[config.mk]
export PLATFORM = sky130hd
export DESIGN_NAME = irq_concentrator
export DESIGN_NICKNAME = d
export VERILOG_FILES = /design/src/rtl/irqc_pkg.sv /design/src/rtl/irqc_map_regs.sv /design/src/rtl/irqc_sel.sv /design/src/rtl/irq_concentrator.sv
export SDC_FILE = /design/constraint.sdc
export NUM_CORES = 1
export LEC_CHECK = 0
export BUFFER_PORTS_ARGS = -buffer_cell sky130_fd_sc_hd__buf_2
export CAP_MARGIN = 10
export CORE_UTILIZATION = 40
export DETAILED_ROUTE_END_ITERATION = 6
export GPL_ROUTABILITY_DRIVEN = 0
export PLACE_DENSITY = 0.68
export SLEW_MARGIN = 20
export SYNTH_ARGS = -nofsm -noshare
export SYNTH_HDL_FRONTEND = slang
export SYNTH_SLANG_ARGS = --single-unit
[constraint.sdc]
create_clock -name clk_i -period 4.3 [get_ports clk_i]
set_input_delay 0.215 -clock clk_i [delete_from_list [all_inputs] [get_ports clk_i]]
set_output_delay 0.215 -clock clk_i [all_outputs]
set_load 0.02 [all_outputs]
[src/rtl/irqc_pkg.sv]
package irqc_pkg;
  localparam int BUS_AW = 16;
  localparam int BUS_DW = 32;

  localparam logic [15:0] SLOT_MAP_LO  = 16'h0C00;
  localparam logic [15:0] SLOT_MAP_HI  = 16'h0C3F;
  localparam logic [15:0] BOARD_MAP_LO = 16'h1000;
  localparam logic [15:0] BOARD_MAP_HI = 16'h107F;
  localparam logic [15:0] BERR_MAP_LO  = 16'h1080;
  localparam logic [15:0] BERR_MAP_HI  = 16'h108F;
  localparam logic [15:0] SLOT_CLR_LO  = 16'h1400;
  localparam logic [15:0] SLOT_CLR_HI  = 16'h14FF;
  localparam logic [15:0] BOARD_CLR_LO = 16'h1800;
  localparam logic [15:0] BOARD_CLR_HI = 16'h1860;

  localparam logic [30:0] SLOT_TAG  = 31'h7C0;
  localparam logic [30:0] BOARD_TAG = 31'h7E0;
  localparam logic [30:0] BERR_TAG  = 31'h7F0;

  typedef struct packed {
    logic       slot_map;
    logic       board_map;
    logic       slot_clr;
    logic       board_clr;
    logic       en;
    logic [7:0] idx;
  } bus_evt_t;
endpackage

[src/rtl/irqc_map_regs.sv]
module irqc_map_regs
  import irqc_pkg::*;
#(
  parameter int SLOT_GRPS = 8,
  parameter int GRP_SZ    = 4,
  parameter int BOARD_N   = 32
) (
  input  logic                                clk_i,
  input  logic                                rst_ni,
  input  logic                                bus_valid_i,
  input  logic                                bus_we_i,
  input  logic [BUS_AW-1:0]                   bus_addr_i,
  input  logic [BUS_DW-1:0]                   bus_wdata_i,
  output logic [BUS_DW-1:0]                   bus_rdata_o,
  output bus_evt_t                            evt_o,
  output logic [SLOT_GRPS*GRP_SZ+BOARD_N-1:0] line_en_o
);
  localparam int SLOT_N = SLOT_GRPS * GRP_SZ;

  logic [SLOT_GRPS-1:0] slot_en_q, slot_en_d;
  logic [BOARD_N-1:0]   board_en_q, board_en_d;
  logic [BUS_DW-1:0]    rd_d;

  logic       in_slot_map, in_board_map, in_berr, in_slot_clr, in_board_clr;
  logic       upper;
  logic [2:0] slot_idx;
  logic [4:0] board_idx;
  logic [2:0] sclr_idx;
  logic [4:0] bclr_idx;
  logic       slot_ok, board_ok;

  assign upper        = bus_addr_i[2];
  assign in_slot_map  = bus_addr_i >= SLOT_MAP_LO  && bus_addr_i <= SLOT_MAP_HI;
  assign in_board_map = bus_addr_i >= BOARD_MAP_LO && bus_addr_i <= BOARD_MAP_HI;
  assign in_berr      = bus_addr_i >= BERR_MAP_LO  && bus_addr_i <= BERR_MAP_HI;
  assign in_slot_clr  = bus_addr_i >= SLOT_CLR_LO  && bus_addr_i <= SLOT_CLR_HI;
  assign in_board_clr = bus_addr_i >= BOARD_CLR_LO && bus_addr_i <= BOARD_CLR_HI;
  assign slot_idx     = bus_addr_i[5:3];
  assign board_idx    = bus_addr_i[7:3];
  assign sclr_idx     = bus_addr_i[7:5];
  assign bclr_idx     = bus_addr_i[7:3];
  assign slot_ok      = int'(slot_idx) < SLOT_GRPS;
  assign board_ok     = int'(board_idx) < BOARD_N;

  // write decode: only the enable bit is storage, bits 30:0 are constants
  always_comb begin
    evt_o      = '0;
    slot_en_d  = slot_en_q;
    board_en_d = board_en_q;
    if (bus_valid_i && bus_we_i && upper) begin
      if (in_slot_map && slot_ok) begin
        evt_o.slot_map      = 1'b1;
        evt_o.en            = bus_wdata_i[31];
        evt_o.idx           = 8'(slot_idx);
        slot_en_d[slot_idx] = bus_wdata_i[31];
      end else if (in_board_map && board_ok) begin
        evt_o.board_map       = 1'b1;
        evt_o.en              = bus_wdata_i[31];
        evt_o.idx             = 8'(board_idx);
        board_en_d[board_idx] = bus_wdata_i[31];
      end else if (in_slot_clr) begin
        evt_o.slot_clr = 1'b1;
        evt_o.idx      = 8'(sclr_idx);
      end else if (in_board_clr) begin
        evt_o.board_clr = 1'b1;
        evt_o.idx       = 8'(bclr_idx);
      end
    end
  end

  // enables as they stand after this cycle's write, expanded per line
  for (genvar g = 0; g < SLOT_N; g++) begin : g_slot_en
    assign line_en_o[g] = slot_en_d[g / GRP_SZ];
  end
  for (genvar j = 0; j < BOARD_N; j++) begin : g_board_en
    assign line_en_o[SLOT_N + j] = board_en_d[j];
  end

  always_comb begin
    rd_d = '0;
    if (upper) begin
      if (in_slot_map && slot_ok)
        rd_d = {slot_en_q[slot_idx], SLOT_TAG | {26'd0, slot_idx, 2'b00}};
      else if (in_board_map && board_ok)
        rd_d = {board_en_q[board_idx], BOARD_TAG + {26'd0, board_idx}};
      else if (in_berr)
        rd_d = {1'b0, BERR_TAG};
    end
  end

  always_ff @(posedge clk_i or negedge rst_ni) begin
    if (!rst_ni) begin
      slot_en_q   <= '0;
      board_en_q  <= '0;
      bus_rdata_o <= '0;
    end else begin
      slot_en_q  <= slot_en_d;
      board_en_q <= board_en_d;
      if (bus_valid_i && !bus_we_i) bus_rdata_o <= rd_d;
    end
  end


  map_keep_chk: assert property (@(posedge clk_i) disable iff (!rst_ni)
    !(bus_valid_i && bus_we_i && upper) |=> ($stable(slot_en_q) && $stable(board_en_q)));
endmodule

[src/rtl/irqc_sel.sv]
module irqc_sel
  import irqc_pkg::*;
#(
  parameter int SLOT_N = 32,
  parameter int GRP_SZ = 4,
  parameter int NL     = 64
) (
  input  logic          clk_i,
  input  logic          rst_ni,
  input  logic [NL-1:0] irq_i,
  input  logic [NL-1:0] line_en_i,
  input  bus_evt_t      evt_i,
  output logic [NL-1:0] req_o
);
  localparam int IW = $clog2(NL);
  localparam logic [NL-1:0] SLOT_MASK = {{(NL-SLOT_N){1'b0}}, {SLOT_N{1'b1}}};

  logic          held_v_q, hv;
  logic [IW-1:0] held_q, hl;
  logic [NL-1:0] lvl_q, req_d;
  logic [NL-1:0] rise, rise_slot, rise_board;
  logic [IW:0]   pick_scan, pick_slot, pick_board;
  logic          rescan;

  function automatic logic [IW:0] lowest(input logic [NL-1:0] v);
    logic [IW:0] r;
    r = '0;
    for (int k = NL - 1; k >= 0; k--)
      if (v[k]) r = {1'b1, IW'(k)};
    return r;
  endfunction

  assign rise       = irq_i & ~lvl_q & line_en_i;
  assign rise_slot  = rise & SLOT_MASK;
  assign rise_board = rise & ~SLOT_MASK;
  assign pick_scan  = lowest(irq_i & line_en_i);
  assign pick_slot  = lowest(rise_slot);
  assign pick_board = lowest(rise_board);

  // order within a cycle: bus drop, rescan, slot rise, on-board rise
  always_comb begin
    hv     = held_v_q;
    hl     = held_q;
    rescan = 1'b0;
    if (evt_i.slot_map) begin
      rescan = 1'b1;
      if (!evt_i.en && hv && int'(hl) < SLOT_N && int'(hl) / GRP_SZ == int'(evt_i.idx))
        hv = 1'b0;
    end
    if (evt_i.board_map) begin
      rescan = 1'b1;
      if (!evt_i.en && hv && int'(hl) == SLOT_N + int'(evt_i.idx)) hv = 1'b0;
    end
    if (evt_i.slot_clr && hv && int'(hl) < SLOT_N &&
        int'(hl) / GRP_SZ == int'(evt_i.idx)) begin
      hv     = 1'b0;
      rescan = 1'b1;
    end
    if (evt_i.board_clr && hv && int'(hl) == SLOT_N + int'(evt_i.idx)) begin
      hv     = 1'b0;
      rescan = 1'b1;
    end
    if (rescan && !hv) begin
      hv = pick_scan[IW];
      hl = pick_scan[IW-1:0];
    end
    if (pick_slot[IW]) begin
      hv = 1'b1;
      hl = pick_slot[IW-1:0];
    end else if (!hv && pick_board[IW]) begin
      hv = 1'b1;
      hl = pick_board[IW-1:0];
    end
    req_d = '0;
    if (hv) req_d[hl] = 1'b1;
  end

  always_ff @(posedge clk_i or negedge rst_ni) begin
    if (!rst_ni) begin
      held_v_q <= 1'b0;
      held_q   <= '0;
      lvl_q    <= '0;
      req_o    <= '0;
    end else begin
      held_v_q <= hv;
      held_q   <= hl;
      lvl_q    <= irq_i;
      req_o    <= req_d;
    end
  end


  req_onehot_chk: assert property (@(posedge clk_i) disable iff (!rst_ni)
    $onehot0(req_o));


  slot_rise_chk: assert property (@(posedge clk_i) disable iff (!rst_ni)
    |rise_slot |=> |(req_o & SLOT_MASK));


  held_stable_chk: assert property (@(posedge clk_i) disable iff (!rst_ni)
    (held_v_q && !(|rise_slot) && evt_i == '0) |=> $stable(req_o));
endmodule

[src/rtl/irq_concentrator.sv]
module irq_concentrator
  import irqc_pkg::*;
#(
  parameter int SLOT_GRPS = 8,
  parameter int GRP_SZ    = 4,
  parameter int BOARD_N   = 32
) (
  input  logic                                clk_i,
  input  logic                                rst_ni,
  input  logic [SLOT_GRPS*GRP_SZ+BOARD_N-1:0] irq_i,
  input  logic                                bus_valid_i,
  input  logic                                bus_we_i,
  input  logic [15:0]                         bus_addr_i,
  input  logic [31:0]                         bus_wdata_i,
  output logic [31:0]                         bus_rdata_o,
  output logic [SLOT_GRPS*GRP_SZ+BOARD_N-1:0] req_o
);
  localparam int SLOT_N = SLOT_GRPS * GRP_SZ;
  localparam int NL     = SLOT_N + BOARD_N;

  bus_evt_t      evt;
  logic [NL-1:0] line_en;

  irqc_map_regs #(
    .SLOT_GRPS(SLOT_GRPS),
    .GRP_SZ   (GRP_SZ),
    .BOARD_N  (BOARD_N)
  ) u_regs (
    .clk_i      (clk_i),
    .rst_ni     (rst_ni),
    .bus_valid_i(bus_valid_i),
    .bus_we_i   (bus_we_i),
    .bus_addr_i (bus_addr_i),
    .bus_wdata_i(bus_wdata_i),
    .bus_rdata_o(bus_rdata_o),
    .evt_o      (evt),
    .line_en_o  (line_en)
  );

  irqc_sel #(
    .SLOT_N(SLOT_N),
    .GRP_SZ(GRP_SZ),
    .NL    (NL)
  ) u_sel (
    .clk_i    (clk_i),
    .rst_ni   (rst_ni),
    .irq_i    (irq_i),
    .line_en_i(line_en),
    .evt_i    (evt),
    .req_o    (req_o)
  );
endmodule

# Word level (Yosys, flattened, before mapping)
# Cells that the tools add are included.
op_classes:
  addsub: 2
  magnitude_cmp: 17
  eq_ne: 2
  muxes: 179
  bitwise_logic: 4
  n_reduce_logical: 27
ops:
  columns: ["cell", "count"]
  rows:
  - ["$mux 7", 128]
  - ["$and 64x64->64", 3]
  - ["$mux 32", 6]
  - ["$ge 16x13->1 const B", 4]
  - ["$le 16x13->1 const B", 4]
  - ["$mux 64", 1]
  - ["$not 64->64", 1]
  - ["$bwmux 32", 1]
  - ["$eq 7x32->1", 1]
  - ["$mux 8", 4]
  - ["$mux 1", 24]
  - ["$logic_and 1x1->1", 23]
  - ["$mux 6", 3]
  - ["$ge 16x12->1 const B", 1]
  - ["$le 16x12->1 const B", 1]
  - ["$mux 13", 1]
  - ["$add 11x5->12 const A", 1]
  - ["$mux 11", 1]
  - ["$add 6x8->9 const A", 1]
  - ["$mux 9", 1]
  - ["$bwmux 8", 1]
  - ["$eq 5x8->1", 1]
  - ["$lt 6x7->1 const B", 1]
  - ["$demux 1 s6", 1]
  - ["14 further kinds", 17]
totals:
  ff_bits: 207
  inputBits: 116
  out_inout_bits: 96

# Longest topological paths before layout
depth:
  depth_word: 83
  depth_mapped: 19
  ltp_nobuf: 13

# Cells and area by module
# Synthesis repeated with hierarchy kept, for this count alone.
unflattened:
  hier_cells: 928
  area_unflattened_um2: 9621.7
by_module_without_submodules:
  columns: ["mod", "instances", "cells_per_inst", "area_per_inst_um2", "seq_area_each_um2"]
  rows:
  - ["irqc_sel", 1, 659, 6797.8, 3378.2]
  - ["irqc_map_regs", 1, 269, 2824.0, 1201.2]

# Least setup slack after synthesis
# No wires, ideal clock.
synth_timing:
  kind: "input port to flip-flop"
  start: "input port bus_addr_i[9]"
  end: "register u_sel.req_o[30]"
  setup_time_ps: 96
  arrival_time_ps: 3763
  setup_slack_ps: 442
  path_stages: 12
  path_buffers: 1
  path_cell_list: "or4_1 -> buf_2 -> nor4_2 -> and2_1 -> mux2_2 -> a2111oi_2 -> and4b_1 -> and2_1 -> a31oi_1 -> a41o_1 -> or4b_4 -> nor4_2"
synth_rtl:
  columns: ["item", "line", "text"]
  rows:
  - ["from (decl)", "irq_concentrator.sv:13", "input logic [15:0] bus_addr_i,"]
  - ["$ge 16x13->1 / $le 16x13->1 (equally long branches)", "irqc_map_regs.sv:34", "assign in_board_map = bus_addr_i >= BOARD_MAP_LO && bus_addr_i <= BOARD_MAP_HI;"]
  - ["$logic_and 1x1->1", "irqc_map_regs.sv:34", null]
  - ["$mux 32", "irqc_map_regs.sv:56", "end else if (in_board_map && board_ok) begin"]
  - ["$mux 32 (*)", "irqc_map_regs.sv:51", "if (in_slot_map && slot_ok) begin"]
  - ["$mux 32 (*)", "irqc_map_regs.sv:50", "if (bus_valid_i && bus_we_i && upper) begin"]
  - ["named net line_en[42]", "irq_concentrator.sv:22", "logic [NL-1:0] line_en;"]
  - ["$and 64x64->64", "irqc_sel.sv:36", "assign pick_scan = lowest(irq_i & line_en_i);"]
  - ["$mux 7 (43 in a row)", "irqc_sel.sv:29", "if (v[k]) r = {1'b1, IW'(k)};"]
  - ["[3 not listed]", null, null]
  - ["$mux 6", "irqc_sel.sv:70", "end else if (!hv && pick_board[IW]) begin"]
  - ["$mux 6", "irqc_sel.sv:67", "if (pick_slot[IW]) begin"]
  - ["$lt 6x7->1 (implied by the code) / $ge 6x1->1 (equally long branches)", "irqc_sel.sv:75", "if (hv) req_d[hl] = 1'b1;"]
  - ["$logic_and 1x1->1 (implied by the code)", "irqc_sel.sv:75", null]
  - ["$mux 1 (implied by the code)", "irqc_sel.sv:75", null]
  - ["$demux 1 s6", null, null]
  - ["$mux 64 (*)", "irqc_sel.sv:75", null]
  - ["named net u_sel.req_d[30]", "irqc_sel.sv:20", "logic [NL-1:0] lvl_q, req_d;"]
  - ["to (signal assigned)", "irqc_sel.sv:88", "req_o <= req_d;"]
  - ["to (decl)", "irqc_sel.sv:13", "output logic [NL-1:0] req_o"]
# The timed path passes the listed nets; every way through them passes the cells marked *.
# A chain may end at the register's enable or synchronous reset.

# Worst setup path in the final report
layout_timing:
  start: "input port bus_addr_i[9]"
  end: "register u_sel.req_o[3]"
layout_rtl:
  columns: ["item", "line", "text"]
  rows:
  - ["$ge 16x12->1 / $le 16x12->1 (equally long branches)", "irqc_map_regs.sv:33", "assign in_slot_map = bus_addr_i >= SLOT_MAP_LO && bus_addr_i <= SLOT_MAP_HI;"]
  - ["$logic_and 1x1->1 (*)", "irqc_map_regs.sv:33", null]
  - ["$mux 8 (*)", "irqc_map_regs.sv:51", null]
  - ["$mux 8 (*)", "irqc_map_regs.sv:50", null]
  - ["named net line_en[20]", "irq_concentrator.sv:22", null]
  - ["$and 64x64->64", "irqc_sel.sv:36", null]
  - ["$mux 7 (24 in a row)", "irqc_sel.sv:29", null]
  - ["$mux 1", "irqc_sel.sv:63", "if (rescan && !hv) begin"]
  - ["[2 not listed]", null, null]
  - ["$mux 6", "irqc_sel.sv:70", null]
  - ["$mux 6", "irqc_sel.sv:67", null]
  - ["$lt 6x7->1 (implied by the code) / $ge 6x1->1 (equally long branches)", "irqc_sel.sv:75", null]
  - ["$logic_and 1x1->1 (implied by the code)", "irqc_sel.sv:75", null]
  - ["$mux 1 (implied by the code)", "irqc_sel.sv:75", null]
  - ["$demux 1 s6", null, null]
  - ["$mux 64 (*)", "irqc_sel.sv:75", null]
  - ["named net u_sel.req_d[3]", "irqc_sel.sv:20", null]
# Marked as above.

==> reports/summary.md <==
In the routed design, unresolved DRC markers number 0. Number of global-route vias before repair: 9538. Setup repair after global routing left no endpoint under its margin. The number of buffers added on ports is 160, and the number of diodes added for antenna fixing is 0.

TritonCTS built the clock tree. Measured along the x axis, the die boundary spans 160.7 µm. Summed over all layers, the global routing overflow is 0.

Sequential cells were found to cover 45.46% of the synthesized design area. The tools report the total via count in the routed design as 9590. In the routed layout, each cell is associated on average with a via count of 5.671. Along the worst path, the maximum fanout reaches 24.

Number of synthesized register bits: 183. Largest stage delay on the critical path: 740 ps. Total number of nets in the final design: 1470. The slowest cell on the critical path was a211oi_1.

The share of final-layout standard cells stronger than drive strength 1 was 25.68%. Yosys mapped a number of flops with a built-in enable equal to 0. The ratio of total power to cell area was 303.2 mW/mm²; the count of unique library cells instantiated by Yosys was 94. The wire-length estimate of the detail-placed layout is 23.54 mm.

After detailed routing, the average wire length per cell comes to 18.43 µm. Minimum period implied by the final worst setup slack: 3938 ps. STA classifies the critical path startpoint as an input pin. For the pin with the worst max-slew slack, the measured transition is 925.4 ps. The tools report the initial cell density of the core as 41.06%.

Clock tree synthesis found a total of 183 sinks. Compared with the post-synthesis result, the final layout area differs by 29.05%. The cell family contributing the most delay on the critical path is compound AO/OA/AOI/OAI gates. Traced cell by cell, the critical path runs through buf_2 -> buf_4 -> nor3b_1 -> nand4_1 -> o21ai_0 -> and2_0 -> clkinv_1 -> a22oi_1 -> o22a_1 -> o21ai_0 -> a211oi_1 -> a311oi_4 -> buf_4 -> nor4_1. The most frequently used flop master after synthesis was dfrtp_1. The total standard cell area after synthesis came out at 0.01007 mm². The setup check on the worst reg-to-reg path leaves a slack of 880 ps. STA classifies the critical path endpoint as a register.

The worst setup path is of the input pin to register kind. The fraction of synthesized cell area taken by the top area cell type was 45.46%; the largest net degree at the start of global routing was 103. The class of the tightest hold or removal check was input pin to register.

The post-cts hold buffer count was 65; the number of rows in the core area was 57. At the worst endpoint, the required time is 4640 ps. Setup slack on the critical path of the routed design comes to 361.8 ps.

For the worst setup path, the data arrival time is 4280 ps. For the combinational share of power, the log shows 11.0%. Setup violations remaining at the end of the flow were counted as 0. The initial antenna violation count was 0. In this run switching power makes up 29.92% of total power. The die covers 0.02582 mm². Dividing the final minimum period by the clock period gives 91.59%. For the number of CTS-inserted buffers, the log shows 17. The number of buffers added for setup after CTS was 0; the post-CTS clock slew at the launch and capture registers of the worst setup and hold paths was 80 ps.

The pre-antenna-repair detailed-routing pass consisted of 7 iterations. The logs give 0.001179 W for the switching power of the nets and 0.2391 mV for the peak supply drop. The setup skew after layout came out at 20.74 ps. The H-tree generated during clock tree synthesis spans 4 levels. Wires add up to 31.17 mm. The average footprint of a synthesized cell works out to 9.233 µm². Cell at the root of the clock tree: clkbuf_16. Across the run, the number of max-cap violations was 0. The share of power burned in registers was 45.0%; the worst relative slew slack was 37.90%. The die extent in y works out to 160.7 µm.

The final-report max-slew violation count is 0, and the number of DRC markers after the initial detailed-route iteration is 979. OpenSTA, run right after detailed placement, puts the worst setup slack at -245.6 ps. The number of buffers and inverters on the critical path is 4. The peak clock frequency supported by timing is 253.9 MHz, and the overall global routing resource usage is 24.66%. The maximum buffer depth of the clock tree was 2.

The library cell with the largest summed area after synthesis was dfrtp_1. The internal power of the cells totals 0.002762 W. The utilization after layout is 52.99%. Sorting the synthesized cells by area gives the leading types as dfrtp_1 (45%), nand2_1 (4.1%), nor2_1 (3.9%). For the worst-skew pair, the clock arrives at the later sink with an insertion delay of 460 ps.

After floorplanning, the core was sized to cover 0.02453 mm². Summed over all cells, the static leakage comes to 6.073 nW. The first global-routing pass estimated 50.15 mm of wire. The run finished with clean final reports. Gates resized during post-CTS repair numbered 0. After synthesis, the share of flip-flops with an asynchronous set or reset is 100.0%. The clock network burns 43.9% of the power.

The cell count after synthesis came out at 1091. For the number of hold violations in the final report, the log shows 0. In this run the count of I/O pins placed on the die edge is 212. The detail route stage leaves a number of antenna-violating nets equal to 0.

The Yosys step of the flow raised 0 warnings.
==> metrics by stage <==
step           total power, W  TNS (ps)  hold WS, ps  cell area [µm²]  std cells
2_1_floorplan        0.001993         0       -80.59            10140       1110
3_3_place_gp         0.002188     -1685        307.7            11680       1594
3_5_place_dp         0.002195     -2507        323.0            11680       1594
4_1_cts              0.003967         0        198.9            13000       1691
5_1_grt              0.004094         0        224.4            13000       1691
6_report             0.003942         0        221.8            13000       1691
==> state kept, by name (all words and copies together), names as in the netlist <==
name,cells
u_regs.board_en_q,32
u_sel.lvl_q,64
u_regs.slot_en_q,8
u_sel.req_o,64
u_sel.held_q,6
u_sel.held_v_q,1
u_regs.bus_rdata_o,8
==> worst paths after layout <==
path	from	to	cells past startpoint
worst max-delay path	bus_addr_i[9]	u_sel.req_o[3]	14
worst min-delay path	bus_addr_i[6]	u_regs.bus_rdata_o[3]	3
min in group asynchronous	rst_ni	u_regs.bus_rdata_o[5]	2
worst max register to register	u_regs.board_en_q[30]	u_sel.req_o[32]	9
max in group asynchronous	rst_ni	u_sel.req_o[2]	3
worst min register to register	u_regs.board_en_q[18]	u_regs.board_en_q[18]	0
==> tightest hold or removal path: stages <==
cell	delay [ps]
buf_2	170
a21oi_1	160
o31ai_1	80
==> cells in the mapped netlist (all sizes together), types with 20 or more instances <==
cell and instances:
nand2 110, o21ai 59, mux2 20, nor2b 26, dfrtp 183, nand3 27
nor2 106, buf 35, a21oi 48, clkbuf 51, inv 34, nor4 59
nor3 48
==> layer usage <==
| metal | vias up | track usage, % | part of all wire [%] | routed length, µm |
|---|---|---|---|---|
| met5 | - | 0 | 0 | 0 |
| met3 | 94 | 5.449 | 7.1 | 2211 |
| met2 | 402 | 39.20 | 46 | 14390 |
| met1 | 4578 | 32.24 | 43 | 13340 |
| met4 | 0 | 11.02 | 3.9 | 1220 |
| li1 | 4516 | - | - | - |
==> power groups by stage <==
stage          combinational [W]  sequential (W)  clock (W)
3_5_place_dp            0.000386         0.00181          0
6_report                0.000434         0.00178    0.00173
5_1_grt                 0.000476         0.00178    0.00184
2_1_floorplan           0.000190         0.00180          0
4_1_cts                 0.000434         0.00178    0.00176
3_3_place_gp            0.000380         0.00181          0
==> layout by cell type, fill, tap and decap left out, drive strengths merged, types with 9 or more instances in the layout <==
cell and n:
nor2 106, inv 46, mux2i 13, nand4 16
nor2b 26, buf 246, a31oi 16, and2 15
nor4 59, nand2 110, o21ai 59, o211ai 14
a21oi 48, nand2b 17, conb 20, nor3 48
dlygate4sd3 65, or2 9, mux2 20, o31ai 16
o22ai 12, dfrtp 183, clkbuf 17, nand3 27
==> cells by family (layout without fill, tap and decap cells) <==
kind of cell / Yosys count / after routing / share of synthesized area [%]
buf+inv: 123 / 380 / 5.602
flops: 183 / 183 / 45.46
xor+xnor: 4 / 4 / 0.3478
compound gates: 257 / 257 / 17.74
other cells: 1 / 20 / 0.03723
mux: 40 / 40 / 5.093
simple gates: 483 / 483 / 25.72
==> cell type report <==
class	count	area, µm²
clock inverters	15	235.2
clock buffers	17	425.4
fillers	2250	11530
well taps	324	405.4
multi-input cells	804	5024
repair buffers	311	2191
inverters	37	140.1
flip-flops and latches	183	4579
(Power assumes the default switching activity.)
